### src/rtl/sync_serial_port.sv
module sync_serial_port #(
  parameter int DATA_W = 8,
  parameter int DIV_W  = 8,
  parameter int ADDR_W = 2
) (
  input  logic              clk,
  input  logic              rst_n,
  input  logic [ADDR_W-1:0] reg_addr,
  input  logic              reg_wr,
  input  logic [DATA_W-1:0] reg_wdata,
  output logic [DATA_W-1:0] reg_rdata,
  output logic              irq,
  output logic              pins_active,
  output logic              sclk_out,
  output logic              sclk_oe,
  input  logic              sclk_in,
  input  logic              ss_n,
  input  logic              sdi,
  output logic              sdo,
  output logic              sdo_oe
);
  localparam int EDGES = 2 * DATA_W;
  localparam int CNT_W = $clog2(EDGES);
  localparam logic [CNT_W-1:0] LAST = CNT_W'(EDGES - 1);
  localparam logic [ADDR_W-1:0] A_CTRL = ADDR_W'(0);
  localparam logic [ADDR_W-1:0] A_DIV  = ADDR_W'(1);
  localparam logic [ADDR_W-1:0] A_DATA = ADDR_W'(2);
  localparam logic [ADDR_W-1:0] A_STAT = ADDR_W'(3);

  typedef enum logic [1:0] {IDLE = 2'd0, RUN = 2'd1, HOLD = 2'd2} mstate_t;

  logic en_q, master_q, cpol_q, cpha_q, txen_q, ie_q;
  logic [DIV_W-1:0]  div_q, div_cnt;
  logic [DATA_W-1:0] shreg, rxbuf;
  logic [CNT_W-1:0]  edge_cnt;
  logic              done_q, out_bit, sclk_q, hold_half;
  mstate_t           state;
  logic [1:0]        sclk_s, ss_s, sdi_s;
  logic              sclk_d, ss_d;

  wire wr_ctrl = reg_wr && reg_addr == A_CTRL;
  wire wr_div  = reg_wr && reg_addr == A_DIV;
  wire wr_data = reg_wr && reg_addr == A_DATA;
  wire wr_stat = reg_wr && reg_addr == A_STAT;

  wire ss_act  = ~ss_s[1];
  wire tick    = div_cnt == div_q;
  wire m_edge  = en_q && master_q && state == RUN && tick;
  wire s_edge  = en_q && !master_q && ss_act && (sclk_s[1] ^ sclk_d);
  wire sh_edge = m_edge || s_edge;
  wire lead    = master_q ? (sclk_q == cpol_q) : (sclk_s[1] != cpol_q);
  wire sample  = lead ^ cpha_q;
  wire last    = edge_cnt == LAST;
  wire rx_bit  = master_q ? sdi : sdi_s[1];
  wire [DATA_W-1:0] shreg_nx = {shreg[DATA_W-2:0], rx_bit};
  wire skip_launch = master_q && !cpha_q && last;

  always_ff @(posedge clk or negedge rst_n) begin
    if (!rst_n) begin
      {ie_q, txen_q, cpha_q, cpol_q, master_q, en_q} <= '0;
      div_q     <= '0;
      div_cnt   <= '0;
      shreg     <= '0;
      rxbuf     <= '0;
      edge_cnt  <= '0;
      done_q    <= 1'b0;
      out_bit   <= 1'b0;
      sclk_q    <= 1'b0;
      hold_half <= 1'b0;
      state     <= IDLE;
      sclk_s    <= '0;
      ss_s      <= 2'b11;
      sdi_s     <= '0;
      sclk_d    <= 1'b0;
      ss_d      <= 1'b0;
    end else begin
      sclk_s <= {sclk_s[0], sclk_in};
      ss_s   <= {ss_s[0], ss_n};
      sdi_s  <= {sdi_s[0], sdi};
      sclk_d <= sclk_s[1];
      ss_d   <= ss_act;

      if (wr_ctrl) {ie_q, txen_q, cpha_q, cpol_q, master_q, en_q} <= reg_wdata[5:0];
      if (wr_div) div_q <= reg_wdata[DIV_W-1:0];
      if (wr_stat && reg_wdata[0]) done_q <= 1'b0;

      if (!en_q) begin
        state     <= IDLE;
        edge_cnt  <= '0;
        div_cnt   <= '0;
        hold_half <= 1'b0;
      end else if (master_q) begin
        case (state)
          IDLE: if (wr_data) begin
            shreg    <= reg_wdata;
            out_bit  <= reg_wdata[DATA_W-1];
            sclk_q   <= cpol_q;
            div_cnt  <= '0;
            edge_cnt <= '0;
            state    <= RUN;
          end
          RUN: begin
            div_cnt <= tick ? '0 : div_cnt + 1'b1;
            if (tick) begin
              sclk_q <= ~sclk_q;
              if (last) begin
                state     <= HOLD;
                hold_half <= 1'b0;
              end
            end
          end
          HOLD: begin
            div_cnt <= tick ? '0 : div_cnt + 1'b1;
            if (tick) begin
              if (hold_half) state <= IDLE;
              hold_half <= 1'b1;
            end
          end
          default: state <= IDLE;
        endcase
      end else begin
        state <= IDLE;
        if (!ss_act) begin
          edge_cnt <= '0;
        end else if (!ss_d) begin
          out_bit  <= shreg[DATA_W-1];
          edge_cnt <= '0;
        end
        if (wr_data && (!ss_act || edge_cnt == '0)) begin
          shreg   <= reg_wdata;
          out_bit <= reg_wdata[DATA_W-1];
        end
      end

      if (sh_edge) begin
        edge_cnt <= last ? '0 : edge_cnt + 1'b1;
        if (sample) shreg <= shreg_nx;
        if (!sample && !skip_launch) out_bit <= shreg[DATA_W-1];
        if (last) begin
          rxbuf  <= sample ? shreg_nx : shreg;
          done_q <= 1'b1;
        end
      end
    end
  end

  always_comb begin
    case (reg_addr)
      A_CTRL:  reg_rdata = {{(DATA_W-6){1'b0}}, ie_q, txen_q, cpha_q, cpol_q, master_q, en_q};
      A_DIV:   reg_rdata = DATA_W'(div_q);
      A_DATA:  reg_rdata = rxbuf;
      default: reg_rdata = {{(DATA_W-1){1'b0}}, done_q};
    endcase
  end

  wire m_idle = !en_q || state == IDLE;

  assign irq         = done_q & ie_q;
  assign pins_active = en_q;
  assign sclk_oe     = en_q & master_q;
  assign sclk_out    = m_idle ? cpol_q : sclk_q;
  assign sdo         = master_q ? (m_idle ? 1'b1 : out_bit) : out_bit;
  assign sdo_oe      = en_q & (master_q | (txen_q & ss_act));
endmodule


### config.mk
export PLATFORM = sky130hd
export DESIGN_NAME = sync_serial_port
export DESIGN_NICKNAME = d
export VERILOG_FILES = /design/src/rtl/sync_serial_port.sv
export SDC_FILE = /design/constraint.sdc
export NUM_CORES = 1
export LEC_CHECK = 0
export CAP_MARGIN = 20
export CORE_MARGIN = 5
export CORE_UTILIZATION = 60
export CTS_BUF_LIST = sky130_fd_sc_hd__clkbuf_4
export DETAILED_ROUTE_END_ITERATION = 8
export DONT_BUFFER_PORTS = 1
export PLACE_DENSITY = 0.86
export REMOVE_ABC_BUFFERS = 1
export SLEW_MARGIN = 10
export SYNTH_ARGS = -nofsm -noshare
export SYNTH_HDL_FRONTEND = slang
export SYNTH_SLANG_ARGS = --single-unit
export TNS_END_PERCENT = 50
### constraint.sdc
create_clock -name clk -period 3.5 [get_ports clk]
set_input_delay 0.525 -clock clk [delete_from_list [all_inputs] [get_ports clk]]
set_output_delay 0.525 -clock clk [all_outputs]
set_load 0.05 [all_outputs]
==> results.yml <==
routing:
  vias: 2234
  drc_errors: 0
  drtPass1Iterations: 5
  via_per_inst: 6.19
  ant_nets: 0
  finalWirelength_um: 6870
  first_iter_violations: 144
  wire_per_inst_um: 19.0
yosys:
  synth_area_um2: 3090
  ys.flop_type: "dfrtp_1"
  yosysSeqAreaShare_pct: 45.5
  postSynthCellCount: 286
  synth-warning-count: 0
  async_flop_share_pct: 100
  syn_area_per_cell_um2: 10.8
  synth_top_cell_by_area: "dfrtp_1"
  synth_edf_count: 0
  ys_top_cells_by_area: "dfrtp_1 (44%), mux2_2 (9.8%), mux2i_1 (6.8%)"
  ys_types: 53
  ys_ff_latch: 56
  synth_top_cell_area_share_pct: 43.8
setup_path:
  arrival_ns: 2.78
  worstSetupPathType: "reg2reg"
  endpoint_kind: "flip-flop"
  reg2reg_to: "shreg[2]"
  reg2regPathDepth: 7
  r2r_setup_slack_ns: 0.99
  cp-start-kind: "flip-flop"
  crit_fanout: 9
  cp.required_ns: 3.77
  rr_startpoint: "state[1]"
clocking:
  cts_hold_buf: 2
  clockBufferDepth: 2
  cts_root_buf: "clkbuf_4"
  cts.sinks: 56
  clk_pin_slew_ns: 0.16
  cts_buffers: 5
  cts_tree: "yes"
  cts_setup_buffers: 0
  htree_levels: 2
  ctsResizeCount: 0
  clk_latency_ns: 0.37
hold_path:
  hp-start: "ss_n"
  whs_path_depth: 0
  hold_end: "ss_s[0]"
  hp-class: "in2reg"
sta:
  maxSlewViolCount: 0
  tightest_slew_ns: 1.01
  slew_headroom_pct: 32.2
  rsz0062_at_grt: "no"
  max_freq_mhz: 398
  period_minus_slack_ns: 2.51
  skew_ns: 0.0108
  fin_tns_setup_ns: 0
  hold_viol_final: 0
  period_share_pct: 71.8
  setup_viol: 0
  hold_ws_ns: 0.132
global_routing:
  grt_pass1_wl_um: 11600
  antenna_found_initial: 0
  track_usage_pct: 23.1
  grt.overflow.total: 0
  grt_max_degree: 57
  grt_pass1_vias: 2353
layout:
  area_growth_syn_to_layout_pct: 5.75
  final_common_cell: "dfrtp_1"
  layout.nets: 312
  layoutNonFillerInstCount: 361
  drive_above_1_share_pct: 18.9
  diodes: 0
  most-common-layout-cells: "dfrtp_1 (54), mux2_2 (27), mux2i_1 (21), a21oi_1 (21), nand2_1 (19)"
floorplanning:
  initial_core_util_pct: 61.2
  dieArea_um2: 6680
  die_w_um: 81.7
  core_um2: 5040
  rows: 26
  die_y_um: 81.7
  io_pins: 30
pwr:
  p_int_mw: 1.09
  switching_share_pct: 37.2
  pwr-share-comb_pct: 34.0
  power_leakage_nw: 1.45
  p_switching_mw: 0.646
  totalPowerFinal_mw: 1.74
  p_per_area_nw_per_um2: 532
  ir_worst_vdd_mv: 0.469
  power_frac_seq_pct: 49.7
  pwr-share-clk_pct: 16.3
place:
  dp_hpwl_um: 5130
  io_buffers: 0
  place.gp.congestion: 0.908
  dp.cells: 351
job:
  cap_viol_max_count: 0
outcome:
  status: "complete, no violations"
==> stage by stage <==
stage          util (%)  area [um^2]  worst slack (ns)
2_1_floorplan         -         3030             0.896
3_3_place_gp       62.8         3170              1.14
3_5_place_dp       62.8         3170              1.03
4_1_cts            64.8         3270             0.992
5_1_grt            64.8         3270             0.881
6_report           64.8         3270             0.989
==> cells in the mapped netlist, types with 4 or more instances <==
master and n:
mux2_2 27, o22ai_1 4, nor2_1 9, dfrtp_1 54
xor2_1 8, nand2_1 19, inv_1 13, a22o_1 5
clkbuf_1 5, o21ai_0 21, nand2b_1 5, and2_1 4
ha_1 6, nor2b_1 8, a21oi_1 21, mux2i_1 21
==> state kept, by name (all words and copies together) (netlist names) <==
register and flops:
cpha_q 1, cpol_q 1, div_cnt 8, div_q 8
done_q 1, edge_cnt 4, hold_half 1, ie_q 1
master_q 1, out_bit 1, pins_active 1, rxbuf 8
sclk_d 1, sclk_q 1, sclk_s 2, sdi_s 2
shreg 8, ss_d 1, ss_s 2, state 2
txen_q 1
==> area by class of cell <==
cell class,count,area [um^2]
tap,70,87.6
clock inverter,3,22.5
fill,369,1780
sequential,56,1400
inverter,13,48.8
timing repair buffer,9,90.1
clock buffer,5,37.5
multi-input combinational,205,1580
==> worst max path at each step <==
stage | start | to | slack, ns
4_1_cts | state[1] | shreg[6] | 0.99
2_1_floorplan | pins_active | rxbuf[0] | 0.90
3_3_place_gp | state[0] | shreg[6] | 1.14
6_report | state[1] | shreg[2] | 0.99
3_5_place_dp | state[1] | shreg[6] | 1.03
5_1_grt | state[1] | shreg[6] | 0.88
==> cells by family after synthesis <==
group,synth area share (%)
xor gates and xnor gates,3.61
buffers and inverters,3.53
DFF,45.5
AOI/OAI and AO/OA,13.8
and+or+nand+nor,12.7
adders and majority gates,2.43
muxes,18.5
==> metal layers <==
metal / GRT usage [%] / up-vias / routed length (um)
li1: - / 1036 / -
met1: 27.0 / 1113 / 2660
met2: 39.3 / 64 / 3520
met3: 4.82 / 21 / 376
met4: 12.6 / 0 / 306
met5: 0 / - / 0
==> worst max-delay path, stage by stage (launching register included) <==
cell and delay (ns):
dfrtp_1 0.42, inv_1 0.10, ha_1 0.28, and4b_1 0.24, o21ai_0 0.12, a31oi_2 0.56
mux2_2 0.42, mux2_2 0.26
==> power by group through the flow <==
stage / Sequential [mW] / Clock, mW / Combinational, mW
after floorplan: 0.838 / 0 / 0.453
after global placement: 0.864 / 0 / 0.546
after detailed placement: 0.868 / 0 / 0.562
after CTS: 0.856 / 0.298 / 0.586
after global routing: 0.877 / 0.331 / 0.637
final: 0.864 / 0.284 / 0.591
Note: power is estimated with default switching activity, not from simulation.
